$ cat src/rtl/gref_pkg.sv
package gref_pkg;
   localparam int CODE_LEN = 1023;
   localparam int NSTG     = 10;
   localparam int CNUM_W   = 6;
   localparam int TAP_W    = 4;
   localparam int CODE_MIN = 1;
   localparam int CODE_MAX = 37;

   // feedback masks, bit i is stage i+1
   localparam logic [NSTG-1:0] REG_A_MASK = 10'h204;
   localparam logic [NSTG-1:0] REG_B_MASK = 10'h3A6;

   typedef struct packed {
      logic [TAP_W-1:0] a;
      logic [TAP_W-1:0] b;
   } tap_pair_t;

   function automatic logic code_in_range(input logic [CNUM_W-1:0] n);
      return (n >= CNUM_W'(CODE_MIN)) && (n <= CNUM_W'(CODE_MAX));
   endfunction

   function automatic tap_pair_t tap_lookup(input logic [CNUM_W-1:0] n);
      tap_pair_t r;
      case (n)
         6'd1:  r = {4'd2, 4'd6};
         6'd2:  r = {4'd3, 4'd7};
         6'd3:  r = {4'd4, 4'd8};
         6'd4:  r = {4'd5, 4'd9};
         6'd5:  r = {4'd1, 4'd9};
         6'd6:  r = {4'd2, 4'd10};
         6'd7:  r = {4'd1, 4'd8};
         6'd8:  r = {4'd2, 4'd9};
         6'd9:  r = {4'd3, 4'd10};
         6'd10: r = {4'd2, 4'd3};
         6'd11: r = {4'd3, 4'd4};
         6'd12: r = {4'd5, 4'd6};
         6'd13: r = {4'd6, 4'd7};
         6'd14: r = {4'd7, 4'd8};
         6'd15: r = {4'd8, 4'd9};
         6'd16: r = {4'd9, 4'd10};
         6'd17: r = {4'd1, 4'd4};
         6'd18: r = {4'd2, 4'd5};
         6'd19: r = {4'd3, 4'd6};
         6'd20: r = {4'd4, 4'd7};
         6'd21: r = {4'd5, 4'd8};
         6'd22: r = {4'd6, 4'd9};
         6'd23: r = {4'd1, 4'd3};
         6'd24: r = {4'd4, 4'd6};
         6'd25: r = {4'd5, 4'd7};
         6'd26: r = {4'd6, 4'd8};
         6'd27: r = {4'd7, 4'd9};
         6'd28: r = {4'd8, 4'd10};
         6'd29: r = {4'd1, 4'd6};
         6'd30: r = {4'd2, 4'd7};
         6'd31: r = {4'd3, 4'd8};
         6'd32: r = {4'd4, 4'd9};
         6'd33: r = {4'd5, 4'd10};
         6'd34: r = {4'd4, 4'd10};
         6'd35: r = {4'd1, 4'd7};
         6'd36: r = {4'd2, 4'd8};
         6'd37: r = {4'd4, 4'd10};
         default: r = '0;
      endcase
      return r;
   endfunction
endpackage

$ cat src/rtl/gref_lfsr.sv
module gref_lfsr #(
   parameter int              NSTG    = 10,
   parameter logic [NSTG-1:0] FB_MASK = 10'h204
) (
   input  logic            clk,
   input  logic            rst_n,
   input  logic            init,
   input  logic            adv,
   output logic [NSTG-1:0] state
);
   if (NSTG < 2) begin : g_bad_len
      $error("gref_lfsr: NSTG must be at least 2");
   end
   if (FB_MASK[NSTG-1] != 1'b1) begin : g_bad_mask
      $error("gref_lfsr: last stage must be in the feedback");
   end

   logic [NSTG-1:0] q;
   logic            fb;

   assign fb    = ^(q & FB_MASK);
   assign state = q;

   always_ff @(posedge clk or negedge rst_n) begin
      if (!rst_n)    q <= '1;
      else if (init) q <= '1;
      else if (adv)  q <= {q[NSTG-2:0], fb};
   end

   // a register started from all ones never reaches the lock-up state
   a_r1_no_lockup: assert property (@(posedge clk) disable iff (!rst_n)
      q != '0);
endmodule

$ cat src/rtl/gref_seq.sv
module gref_seq #(
   parameter int NPTS     = 4096,
   parameter int SPC      = 2,
   parameter int REPS     = 2,
   parameter int CODE_LEN = 1023,
   localparam int AW      = $clog2(NPTS),
   localparam int CW      = $clog2(CODE_LEN),
   localparam int PW      = (SPC > 1) ? $clog2(SPC) : 1
) (
   input  logic          clk,
   input  logic          rst_n,
   input  logic          launch,
   output logic          run,
   output logic          done,
   output logic [AW-1:0] addr,
   output logic [PW-1:0] ph,
   output logic [CW-1:0] chip_idx,
   output logic          init,
   output logic          adv,
   output logic          in_data
);
   localparam int PERIOD   = CODE_LEN * SPC;
   localparam int DATA_END = PERIOD * REPS;
   localparam logic [AW-1:0] LAST = AW'(NPTS - 1);

   if (DATA_END > NPTS) begin : g_bad_fit
      $error("gref_seq: repeated code does not fit the frame");
   end
   if (SPC < 1 || REPS < 1) begin : g_bad_cnt
      $error("gref_seq: SPC and REPS must be positive");
   end

   logic          run_q, done_q, chip_end;
   logic [AW-1:0] addr_q;
   logic [PW-1:0] ph_q;
   logic [CW-1:0] chip_q;

   if (SPC == 1) begin : g_one_spc
      assign chip_end = 1'b1;
   end else begin : g_multi_spc
      assign chip_end = (ph_q == PW'(SPC - 1));
   end

   always_ff @(posedge clk or negedge rst_n) begin
      if (!rst_n) begin
         run_q  <= 1'b0;
         done_q <= 1'b0;
         addr_q <= '0;
         ph_q   <= '0;
         chip_q <= '0;
      end else begin
         done_q <= 1'b0;
         if (!run_q) begin
            if (launch) begin
               run_q  <= 1'b1;
               addr_q <= '0;
               ph_q   <= '0;
               chip_q <= '0;
            end
         end else begin
            addr_q <= addr_q + 1'b1;
            if (addr_q == LAST) begin
               run_q  <= 1'b0;
               done_q <= 1'b1;
            end
            if (chip_end) begin
               ph_q   <= '0;
               chip_q <= (chip_q == CW'(CODE_LEN - 1)) ? '0 : chip_q + 1'b1;
            end else begin
               ph_q <= ph_q + 1'b1;
            end
         end
      end
   end

   assign run      = run_q;
   assign done     = done_q;
   assign addr     = addr_q;
   assign ph       = ph_q;
   assign chip_idx = chip_q;
   assign in_data  = int'(addr_q) < DATA_END;
   assign init     = launch && !run_q;
   assign adv      = run_q && chip_end && in_data;

   // consecutive write addresses within a pass
   a_r6_addr_step: assert property (@(posedge clk) disable iff (!rst_n)
      (run_q && $past(run_q)) |-> (addr_q == $past(addr_q) + 1'b1));
   // pass ends with a done pulse right after the last address
   a_r7_done_after_last: assert property (@(posedge clk) disable iff (!rst_n)
      (run_q && addr_q == LAST) |=> (done_q && !run_q));
   // done lasts one cycle
   a_r7_done_pulse: assert property (@(posedge clk) disable iff (!rst_n)
      done_q |=> !done_q);
endmodule

$ cat src/rtl/gref_fmt.sv
module gref_fmt #(
   parameter int DW = 8
) (
   input  logic          chip,
   input  logic          zero,
   output logic [DW-1:0] data
);
   if (DW < 2) begin : g_bad_dw
      $error("gref_fmt: sample needs a sign and a units bit");
   end

   logic [1:0] top2;
   assign top2 = chip ? 2'b11 : 2'b01;

   if (DW == 2) begin : g_no_frac
      assign data = zero ? '0 : top2;
   end else begin : g_frac
      assign data = zero ? '0 : {top2, {(DW-2){1'b0}}};
   end
endmodule

$ cat src/rtl/gold_ref_gen.sv
module gold_ref_gen #(
   parameter int  NPTS = 4096,
   parameter int  SPC  = 2,
   parameter int  REPS = 2,
   parameter int  DW   = 8,
   localparam int AW   = $clog2(NPTS)
) (
   input  logic          clk,
   input  logic          rst_n,
   input  logic [5:0]    code_num,
   input  logic          code_load,
   input  logic          start,
   output logic          wr_en,
   output logic [AW-1:0] wr_addr,
   output logic [DW-1:0] wr_data,
   output logic          busy,
   output logic          done,
   output logic          code_err
);
   import gref_pkg::*;

   localparam int CW       = $clog2(CODE_LEN);
   localparam int PW       = (SPC > 1) ? $clog2(SPC) : 1;
   localparam int DATA_END = CODE_LEN * SPC * REPS;

   if (CNUM_W != 6) begin : g_bad_cnum
      $error("gold_ref_gen: code number port is 6 bits");
   end

   tap_pair_t     taps_q;
   logic          code_ok_q, err_q;
   logic          run, in_data, init, adv, launch, chip_bit, b_bit;
   logic [AW-1:0] addr;
   logic [PW-1:0] ph;
   logic [CW-1:0] chip_idx;
   logic [NSTG-1:0] ra, rb, hit_a, hit_b;

   always_ff @(posedge clk or negedge rst_n) begin
      if (!rst_n) begin
         taps_q    <= '0;
         code_ok_q <= 1'b0;
         err_q     <= 1'b0;
      end else if (code_load && !run) begin
         taps_q    <= tap_lookup(code_num);
         code_ok_q <= code_in_range(code_num);
         err_q     <= !code_in_range(code_num);
      end
   end

   assign launch = start && code_ok_q;

   gref_seq #(.NPTS(NPTS), .SPC(SPC), .REPS(REPS), .CODE_LEN(CODE_LEN)) seq_i (
      .clk(clk), .rst_n(rst_n), .launch(launch), .run(run), .done(done),
      .addr(addr), .ph(ph), .chip_idx(chip_idx), .init(init), .adv(adv),
      .in_data(in_data)
   );

   gref_lfsr #(.NSTG(NSTG), .FB_MASK(REG_A_MASK)) reg_a_i (
      .clk(clk), .rst_n(rst_n), .init(init), .adv(adv), .state(ra)
   );

   gref_lfsr #(.NSTG(NSTG), .FB_MASK(REG_B_MASK)) reg_b_i (
      .clk(clk), .rst_n(rst_n), .init(init), .adv(adv), .state(rb)
   );

   for (genvar i = 0; i < NSTG; i++) begin : g_tap
      assign hit_a[i] = (taps_q.a == TAP_W'(i + 1)) & rb[i];
      assign hit_b[i] = (taps_q.b == TAP_W'(i + 1)) & rb[i];
   end

   assign b_bit    = (|hit_a) ^ (|hit_b);
   assign chip_bit = ra[NSTG-1] ^ b_bit;

   gref_fmt #(.DW(DW)) fmt_i (
      .chip(chip_bit), .zero(!in_data), .data(wr_data)
   );

   assign wr_en    = run;
   assign wr_addr  = addr;
   assign busy     = run;
   assign code_err = err_q;

   // each code period begins with both registers all ones
   a_r1_period_start: assert property (@(posedge clk) disable iff (!rst_n)
      (run && in_data && chip_idx == '0 && ph == '0) |-> (ra == '1 && rb == '1));
   // samples within one chip are equal
   a_r3_pair_equal: assert property (@(posedge clk) disable iff (!rst_n)
      (run && ph != '0) |-> (wr_data == $past(wr_data)));
   // padding addresses carry zero
   a_r5_pad_zero: assert property (@(posedge clk) disable iff (!rst_n)
      (wr_en && int'(wr_addr) >= DATA_END) |-> (wr_data == '0));
   // flagged code cannot launch a pass
   a_r8_err_no_write: assert property (@(posedge clk) disable iff (!rst_n)
      (err_q && !run) |=> !wr_en);
   // code selection held while busy
   a_r9_taps_held: assert property (@(posedge clk) disable iff (!rst_n)
      (run && $past(run)) |-> $stable(taps_q));
endmodule

$ cat config.mk
export PLATFORM = sky130hd
export DESIGN_NAME = gold_ref_gen
export DESIGN_NICKNAME = d
export VERILOG_FILES = /design/src/rtl/gref_pkg.sv /design/src/rtl/gref_lfsr.sv /design/src/rtl/gref_seq.sv /design/src/rtl/gref_fmt.sv /design/src/rtl/gold_ref_gen.sv
export SDC_FILE = /design/constraint.sdc
export NUM_CORES = 1
export LEC_CHECK = 0
export BUFFER_PORTS_ARGS = -buffer_cell sky130_fd_sc_hd__buf_2
export CAP_MARGIN = 10
export CORE_ASPECT_RATIO = 1.1
export CORE_MARGIN = 2
export CORE_UTILIZATION = 59
export DETAILED_ROUTE_END_ITERATION = 7
export PLACE_DENSITY = 0.81
export SYNTH_ARGS = -nofsm -noshare
export SYNTH_HDL_FRONTEND = slang
export SYNTH_HIERARCHICAL = 1
export SYNTH_SLANG_ARGS = --single-unit
$ cat constraint.sdc
create_clock -name clk -period 3.65 [get_ports clk]
set_clock_uncertainty 0.1 [all_clocks]
set_input_delay 0.1825 -clock clk [delete_from_list [all_inputs] [get_ports clk]]
set_output_delay 0.1825 -clock clk [all_outputs]
set_load 0.05 [all_outputs]
After elaboration in Yosys (flattened, before gate mapping):

Memory sizes are Yosys's and may differ from the RTL's. A register that Yosys moved wholly into a read port is not among the register bits.
Index checks and enable logic that the tools add are counted.

* register bits: 37
* ROM bits: 512
* input port bits: 10
* output and inout port bits: 24
* word-level logic and storage cells: 88
* memories: 1

* $add $sub $neg: 2
* order comparisons: 3
* eq/ne operators: 21
* multiplexer cells: 16
* bitwise operators: 22
* reduce and logical (&&, ||, !) cells: 15

Memory list
* (name not given): words 64, width 8, rd ports 1, clocked after memory_dff 1, write ports 0, RTL line gref_pkg.sv:24 `case (n)`

Operators by type and width (number)
* 10-bit two-way mux: 4
* 4-bit by 3-bit == test with 1-bit output, second input constant: 8
* 4-bit == test, second input constant: 6
* 12-bit two-way mux: 2
* 1-bit AND: 20
* 10-bit OR reduction: 2
* 10-bit XOR reduction: 2
* 4-bit by 2-bit == test with 1-bit output, second input constant: 4
* 12-bit by 1-bit adder with 12-bit output, second input constant: 1
* 12-bit == test, second input constant: 1
* 12-bit < comparator, second input constant: 1
* 4-bit by 1-bit == test with 1-bit output, second input constant: 2
* 1-bit two-way mux: 8
* 8-bit two-way mux: 1
* 6-bit by 1-bit greater-or-equal comparator with 1-bit output, second input constant: 1
* 6-bit less-or-equal comparator, second input constant: 1
* 1-bit logical AND: 6
* 2-bit nonzero test: 2
* 1-bit zero test: 3
* 2-bit two-way mux: 1
* 1-bit XOR: 2
* 1-bit adder, second input constant: 1

Logic depth before layout (Yosys ltp):

Gate-level depths: netlist of the first run.

* word-level depth: 7
* gate-level depth with buffers: 8
* gate-level depth less buffers: 7

Modules after synthesis:

Netlist of the first run, hierarchy kept.

By module, submodules not included
* gref_seq: instances 1, cells an instance 139, area each 1323.8 um^2, sequential area each 625.6 um^2
* gold_ref_gen: instances 1, cells an instance 157, area each 1223.7 um^2, sequential area each 250.2 um^2
* gref_lfsr (reg_b_i): instances 1, cells an instance 38, area each 476.7 um^2, sequential area each 262.8 um^2
* gref_lfsr (reg_a_i): instances 1, cells an instance 33, area each 426.7 um^2, sequential area each 262.8 um^2
* gref_fmt: instances 1, cells an instance 9, area each 58.8 um^2, sequential area each 0.0 um^2

Least setup slack after synthesis of the first run:

OpenSTA, ideal clock, no wires.

* path kind: reg2out
* start: reg reg_b_i.q[9] (netlist: reg_b_i/state[9])
* end: out wr_data[7]
* data arrival time: 2.214 ns
* data required time: 3.367 ns
* setup slack: 1.154 ns
* cell stages (with the launch flop): 7
* cells stage by stage: dfstp_2 > nand2b_4 > mux4_2 > o211ai_2 > xnor2_1 > xnor2_1 > nor2b_1

* cells in the longest elaborated chain, start to end: 6
* elaborated cells between the ends (all ways): 8
* those cells by class: mux (2); bitwise (4); reduce/logical (2)

Ends and longest elaborated chain
* from (decl): RTL line gref_lfsr.sv:18 `logic [NSTG-1:0] q;`
* from (signal assigned): RTL line gref_lfsr.sv:27 `else if (adv) q <= {q[NSTG-2:0], fb};`
* 1-bit AND, on equally long branches: RTL line gold_ref_gen.sv:67, gold_ref_gen.sv:68
* 10-bit OR reduction: RTL line gold_ref_gen.sv:71 `assign b_bit = (|hit_a) ^ (|hit_b);`
* 1-bit XOR (*): RTL line gold_ref_gen.sv:71
* 1-bit XOR (*): RTL line gold_ref_gen.sv:72 `assign chip_bit = ra[NSTG-1] ^ b_bit;`
* named net chip_bit: RTL line gold_ref_gen.sv:32 `logic run, in_data, init, adv, launch, chip_bit, b_bit;`
* 2-bit two-way mux (*): RTL line gref_fmt.sv:13 `assign top2 = chip ? 2'b11 : 2'b01;`
* 8-bit two-way mux (*): RTL line gref_fmt.sv:18 `assign data = zero ? '0 : {top2, {(DW-2){1'b0}}};`
* to (decl): RTL line gold_ref_gen.sv:15 `output logic [DW-1:0] wr_data,`

The timed path passes the listed nets; every way through them passes the cells marked *.

Worst setup path in the final report of the first run:

* start: reg, netlist name taps_q[4]
* end: out wr_data[7]

* cells in the longest elaborated chain, start to end: 7
* elaborated cells between the ends (all ways): 25
* those cells by class: eq/ne (10); mux (2); bitwise (12); reduce/logical (1)

Ends and longest elaborated chain
* 4-bit by 1-bit == test with 1-bit output (tied with other cells): RTL line gold_ref_gen.sv:67 `assign hit_a[i] = (taps_q.a == TAP_W'(i + 1)) & rb[i];`
* 1-bit AND: RTL line gold_ref_gen.sv:67
* 10-bit OR reduction (*): RTL line gold_ref_gen.sv:71
* 1-bit XOR (*): RTL line gold_ref_gen.sv:71
* 1-bit XOR (*): RTL line gold_ref_gen.sv:72
* named net chip_bit: RTL line gold_ref_gen.sv:32
* 2-bit two-way mux (*): RTL line gref_fmt.sv:13
* 8-bit two-way mux (*): RTL line gref_fmt.sv:18

Marked as above.

==> results of run 1 <==
[final cells by class]
type                    instances  area, um2  share of cell area [%]
repair buffers                 29        173                    5.56
well taps                      56       70.1                    2.25
multi-input cells             231       1580                    50.9
inverters                      11       41.3                    1.33
clock buffers                   8       90.1                    2.90
flip-flops and latches         45       1150                    37.0
[state kept, by name (all words and copies together) (netlist names)]
register	cells
reg_b_i/state	10
reg_a_i/state	10
seq_i/done	1
taps_q	8
seq_i/ph	1
seq_i/addr	12
code_err	1
code_ok_q	1
seq_i/run	1
[layer usage]
metal | wire length, um | vias to the layer above
met2 | 2780 | 64
li1 | - | 1118
met3 | 220 | 9
met4 | 83 | 0
met1 | 2610 | 1110
met5 | 0 | -
[stage by stage]
| stage | setup slack [ns] | cell area [um2] |
|---|---|---|
| 2_1_floorplan | 1.15 | 2940 |
| 3_3_place_gp | 1.30 | 2980 |
| 3_5_place_dp | 1.28 | 2980 |
| 4_1_cts | 1.07 | 3080 |
| 5_1_grt | 0.927 | 3110 |
| 6_report | 1.08 | 3110 |
[critical path, cell delays in order, from the launching register on]
cell	delay [ns]
dfrtp_1	0.51
mux4_1	0.59
nand3b_1	0.11
o211ai_2	0.09
xnor2_1	0.17
xnor2_1	0.12
nor2b_1	0.14
buf_2	0.27
[path summary, 6_finish.rpt]
check,from,to,slack [ns],depth (start not counted)
hold / removal,code_num[5],taps_q[7]$_DFFE_PN0P_,0.1,2
max in group asynchronous,rst_n,taps_q[1]$_DFFE_PN0P_,2.37,2
min in group asynchronous,rst_n,seq_i/addr[7]$_DFFE_PN0P_,0.47,2
setup / recovery,taps_q[4]$_DFFE_PN0P_,wr_data[7],1.08,7
setup reg to reg,seq_i/addr[5]$_DFFE_PN0P_,reg_b_i/state[2]$_DFFE_PN1P_,1.57,6
hold reg to reg,code_err$_DFFE_PN0P_,code_err$_DFFE_PN0P_,0.39,1
[power by group through the flow]
stage          Clock, W  Sequential [W]  Combinational (W)
6_report       0.000309         0.00107            0.00129
3_5_place_dp          0         0.00108            0.00125
5_1_grt        0.000337         0.00111            0.00141
3_3_place_gp          0         0.00106            0.00122
4_1_cts        0.000320         0.00107            0.00126
2_1_floorplan         0         0.00121           0.000892
[timing repair]
| action | CTS | global route |
|---|---|---|
| endpoints found under the hold margin | 25 | 0 |
| setup endpoints to repair | 0 | 0 |
| resized for setup | 0 | 0 |
| hold buffers | 1 | 0 |
| setup buffers | 0 | 0 |
==> out/results.ini, run 1 <==
[status]
status = finished, final reports clean

[sta]
whs_ns = 0.0998
tightest_slew_ns = 0.964
finalMaxSlewViolations = 0
hold_viol_final = 0
final.setup.tns_ns = 0
rsz0062_at_grt = no
clock.fmax_ghz = 0.388
finalCritPeriodShare_pct = 70.5
fin_crit_ns = 2.57
finalSetupViolations = 0
slew_headroom_pct = 35.7

[critical_path]
cp-start-kind = flip-flop
cp-end-kind = output pin
cp.required_ns = 3.37
cp_max_fo = 7
critPathArrivalTime_ns = 2.29
worstSetupPathType = flip-flop to output pin

[cells_and_area]
utilization_pct = 65.9
layout_commonest_cell = nand2_1
drive_gt1_share_pct = 21.0
fin_cells = 380
n_fill_cell = 381
layout_common_cells = 30 x nand2_1, 27 x buf_2, 25 x dfrtp_1, 23 x nor2_1, 20 x dfstp_2
nNetsFinal = 341
synthToLayoutAreaGrowth_pct = 6.47
antennaDiodeCount = 0

[pwr]
p_comb_share_pct = 48.2
p_per_area_nw_per_um2 = 859
p_total_w = 0.00267
ir_worst_vdd_mv = 0.408
p_int_w = 0.00150
sw_frac_of_total_pct = 43.8
p_sw_w = 0.00117
clkPwrFrac_pct = 11.6
leakage_nw = 1.42
power_frac_seq_pct = 40.2

[route]
ant_nets = 0
drt_iter0_drc = 129
drt_first_pass_iters = 5
drc = 0
drt-wirelength-per-cell_um = 15.0
viasPerCell = 6.06
vias = 2301
finalWirelength_mm = 5.69

[floorplanning]
die_y_um = 77.8
fp.dieW_um = 71.1
initial_core_util_pct = 61.9
num_rows = 26
io_pins = 34
die_area_um2 = 5530
core-area_um2 = 4720

[logic_synthesis]
synth_area_per_cell_um2 = 9.42
netlist_instances = 310
ys.warnings.count = 6
synthesis.area_um2 = 2920

[grt]
overflow = 0
top_usage_layer = met2
grt_pass1_wl_mm = 9.88
grt_antenna_before_repair = 0
grt_use_met3_pct = 3.51
met1_usage_pct = 29.0
track_usage_pct = 22.0
grt_max_degree = 46
grt_pass1_vias = 2144
use_met2_pct = 36.9

[cts]
cts_tree = built
htree_levels = 2
cts.sinks = 45
cts-root-buf = clkbuf_8
clk_latency_ns = 0.29
clkTransAtPathRegs_ns = 0.08
cts.path.max_buffers = 2
cts_buffers = 5

[placement]
hpwl_mm = 4.01
portBuffers = 27
dp_cells = 370
gp_congestion = 0.888

[job]
maxCapViolations = 0

[hold_path]
hold_class = input port to flip-flop

Note: power is estimated with default switching activity, not from simulation.
==> run 2, diff against run 1 <==
Settings changed: CORE_UTILIZATION 59 to 54, PLACE_DENSITY 0.81 to 0.78.
Clock period 3.65 ns to 2.3 ns, I/O delays scaled along.
==> run 2 against run 1 <==
The run now ends with negative setup slack left; design area rose by 2.8%; global-route usage is 0.25 points lower; register-to-register slack worse by 1.2 ns; via count up 0.48%; sequential power rose by 56%; die area rose by 8.7%; worst setup slack got worse by 1.1 ns; highest routed layer unchanged.
==> out/results.ini, run 2 (synthesis results as in run 1) <==
[status]
status = finished, violations left  ; was finished, final reports clean
violations = negative setup slack

[sta]
whs_ns = 0.0219  ; was 0.0998 ns
finalCritPeriodShare_pct = 102
final.setup.tns_ns = -0.0527  ; was 0 ns
tightest_slew_ns = 0.698  ; was 0.964 ns
hold_viol_final = 0  ; unchanged
finalSetupViolations = 1  ; was 0
fin_crit_ns = 2.35
worst_slack_ns = -0.0527  ; was 1.08 ns
clock.fmax_ghz = 0.425
finalMaxSlewViolations = 0  ; unchanged
slew_headroom_pct = 53.5  ; was 35.7%
rsz0062_at_grt = yes  ; was no

[placement]
gp_congestion = 0.878  ; was 0.888
portBuffers = 27  ; unchanged
dp_cells = 395  ; was 370
hpwl_mm = 4.17  ; was 4.01 mm

[pwr]
ir_worst_vdd_mv = 1.13  ; was 0.408 mV
p_per_area_nw_per_um2 = 1350  ; was 859 nW/um2
leakage_nw = 1.45  ; was 1.42 nW
p_total_w = 0.00433  ; was 0.00267 W

[cells_and_area]
n_fill_cell = 476  ; was 381
nNetsFinal = 350  ; was 341
layout_commonest_cell = nand2_1  ; unchanged
largest_reg_flops = 12  ; unchanged
synthToLayoutAreaGrowth_pct = 9.47  ; was 6.47%
drive_gt1_share_pct = 23.7  ; was 21.0%
layout_common_cells = 30 x nand2_1, 26 x buf_2, 24 x dfrtp_1, 23 x nor2_1, 20 x dfstp_2  ; was 30 x nand2_1, 27 x buf_2, 25 x dfrtp_1, 23 x nor2_1, 20 x dfstp_2
utilization_pct = 60.4  ; was 65.9%
fin_cells = 408  ; was 380
antennaDiodeCount = 0  ; unchanged

[cts]
cts_buffers = 5  ; unchanged
clk_latency_ns = 0.30  ; was 0.29 ns
cts.sinks = 45  ; unchanged
cts-root-buf = clkbuf_8  ; unchanged
htree_levels = 2  ; unchanged
cts_tree = built  ; unchanged
clkTransAtPathRegs_ns = 0.08  ; about the same
cts.path.max_buffers = 2  ; unchanged

[critical_path]
critPathArrivalTime_ns = 2.14  ; was 2.29 ns
cp-start-kind = flip-flop  ; unchanged
worstSetupPathType = flip-flop to output pin  ; unchanged
cp_max_fo = 2  ; was 7
cp-end-kind = output pin  ; unchanged
cp.required_ns = 2.09  ; was 3.37 ns
crit_slowest_cell = dfstp_2  ; was mux4_1
rrSetupSlack_ns = 0.38  ; was 1.57 ns
cp_cell_sequence = nand2b_4 -> mux4_2 -> o211ai_2 -> xnor2_1 -> xnor2_1 -> nor2b_2 -> buf_6  ; was mux4_1 -> nand3b_1 -> o211ai_2 -> xnor2_1 -> xnor2_1 -> nor2b_1 -> buf_2
critPathMaxStageDelay_ns = 0.56  ; was 0.59 ns
crit_top_cell = xnor2_1  ; unchanged

[floorplanning]
fp.dieW_um = 74.1  ; was 71.1 um
die_area_um2 = 6010  ; was 5530 um2
die_y_um = 81.1  ; was 77.8 um
io_pins = 34  ; unchanged
initial_core_util_pct = 55.2  ; was 61.9%
num_rows = 28  ; was 26
core-area_um2 = 5290  ; was 4720 um2

[route]
drt-wirelength-per-cell_um = 14.4  ; was 15.0 um
vias = 2312  ; was 2301
drc = 0  ; unchanged
drt_first_pass_iters = 4  ; was 5
drt_iter0_drc = 131  ; was 129
ant_nets = 0  ; unchanged
finalWirelength_mm = 5.89  ; was 5.69 mm
viasPerCell = 5.67  ; was 6.06

[grt]
grt_pass1_vias = 2203  ; was 2144
track_usage_pct = 21.7  ; was 22.0%
grt_antenna_before_repair = 0  ; unchanged
overflow = 0  ; unchanged
grt_pass1_wl_mm = 10.1  ; was 9.88 mm
grt_max_degree = 33  ; was 46

[job]
maxCapViolations = 0  ; unchanged

[hold_path]
hold_class = input port to flip-flop  ; unchanged

run 2: cell count changes in the layout (fill, tap and decap cells not counted):
cell,before,now
buf_2,27,26
nor2b_2,1,2
nor2b_1,12,11
buf_4,0,9
buf_16,1,0
buf_6,0,1
buf_12,0,1
dfrtp_1,25,24
clkbuf_8,6,5
dfrtp_2,0,1
clkinvlp_4,0,1
run 2: layer usage:
layer  GRT usage [%]  vias up  routed length, um
met4            8.73        0                143
met5               0        -                  0
met2            37.8       39               3030
met1            26.2     1124               2540
met3            4.09       11                172
li1                -     1138                  -
run 2: repair_timing:
item                                    in CTS  in global routing
resized for setup                            3                  0
buffers inserted                             4                  0
endpoints found under the setup margin       1                  1
hold endpoints to repair                    25                  0
gates cloned                                 0                  0
hold buffers                                 1                  0
pin swaps                                    1                  1
run 2: final timing paths:
check | to | startpoint | cells past startpoint
min in group asynchronous | seq_i/addr[6]$_DFFE_PN0P_ | rst_n | 2
worst min-delay path | taps_q[7]$_DFFE_PN0P_ | code_num[5] | 2
worst min register to register | seq_i/ph$_DFFE_PN0P_ | seq_i/ph$_DFFE_PN0P_ | 1
worst max-delay path | wr_data[7] | reg_b_i/state[9]$_DFFE_PN1P_ | 7
max in group asynchronous | reg_b_i/state[4]$_DFFE_PN1P_ | rst_n | 3
worst max register to register | reg_b_i/state[0]$_DFFE_PN1P_ | seq_i/addr[5]$_DFFE_PN0P_ | 8
run 2: layout make-up:
cell class              count  area [um2]  area share, %
multi-input cells         231        1590           49.6
flip-flops and latches     45        1150           36.1
clock inverters             1        7.51          0.235
well taps                  75        93.8           2.94
clock buffers               7        76.3           2.39
repair buffers             38         239           7.48
inverters                  11        41.3           1.29
run 2: worst max-delay path: cells and delay by family, from the launching register on:
kind                      cells  cell delay [ns]
buffers and inverters         1             0.16
DFF                           1             0.56
and+or+nand+nor               2             0.21
xor gates and xnor gates      2             0.28
muxes                         1             0.48
AOI/OAI and AO/OA             1             0.16
run 2: power breakdown:
group          switching [W]  internal, W
combinational        0.00123     0.000956
clock               0.000251     0.000215
sequential          0.000406      0.00127
run 2: metrics by stage:
stage               worst slack (ns)  cell area, um2
floorplan                     0.0550            2940
global placement               0.150            3060
detailed placement             0.137            3060
CTS                          -0.0789            3200
global route                  -0.148            3200
finish                       -0.0527            3200
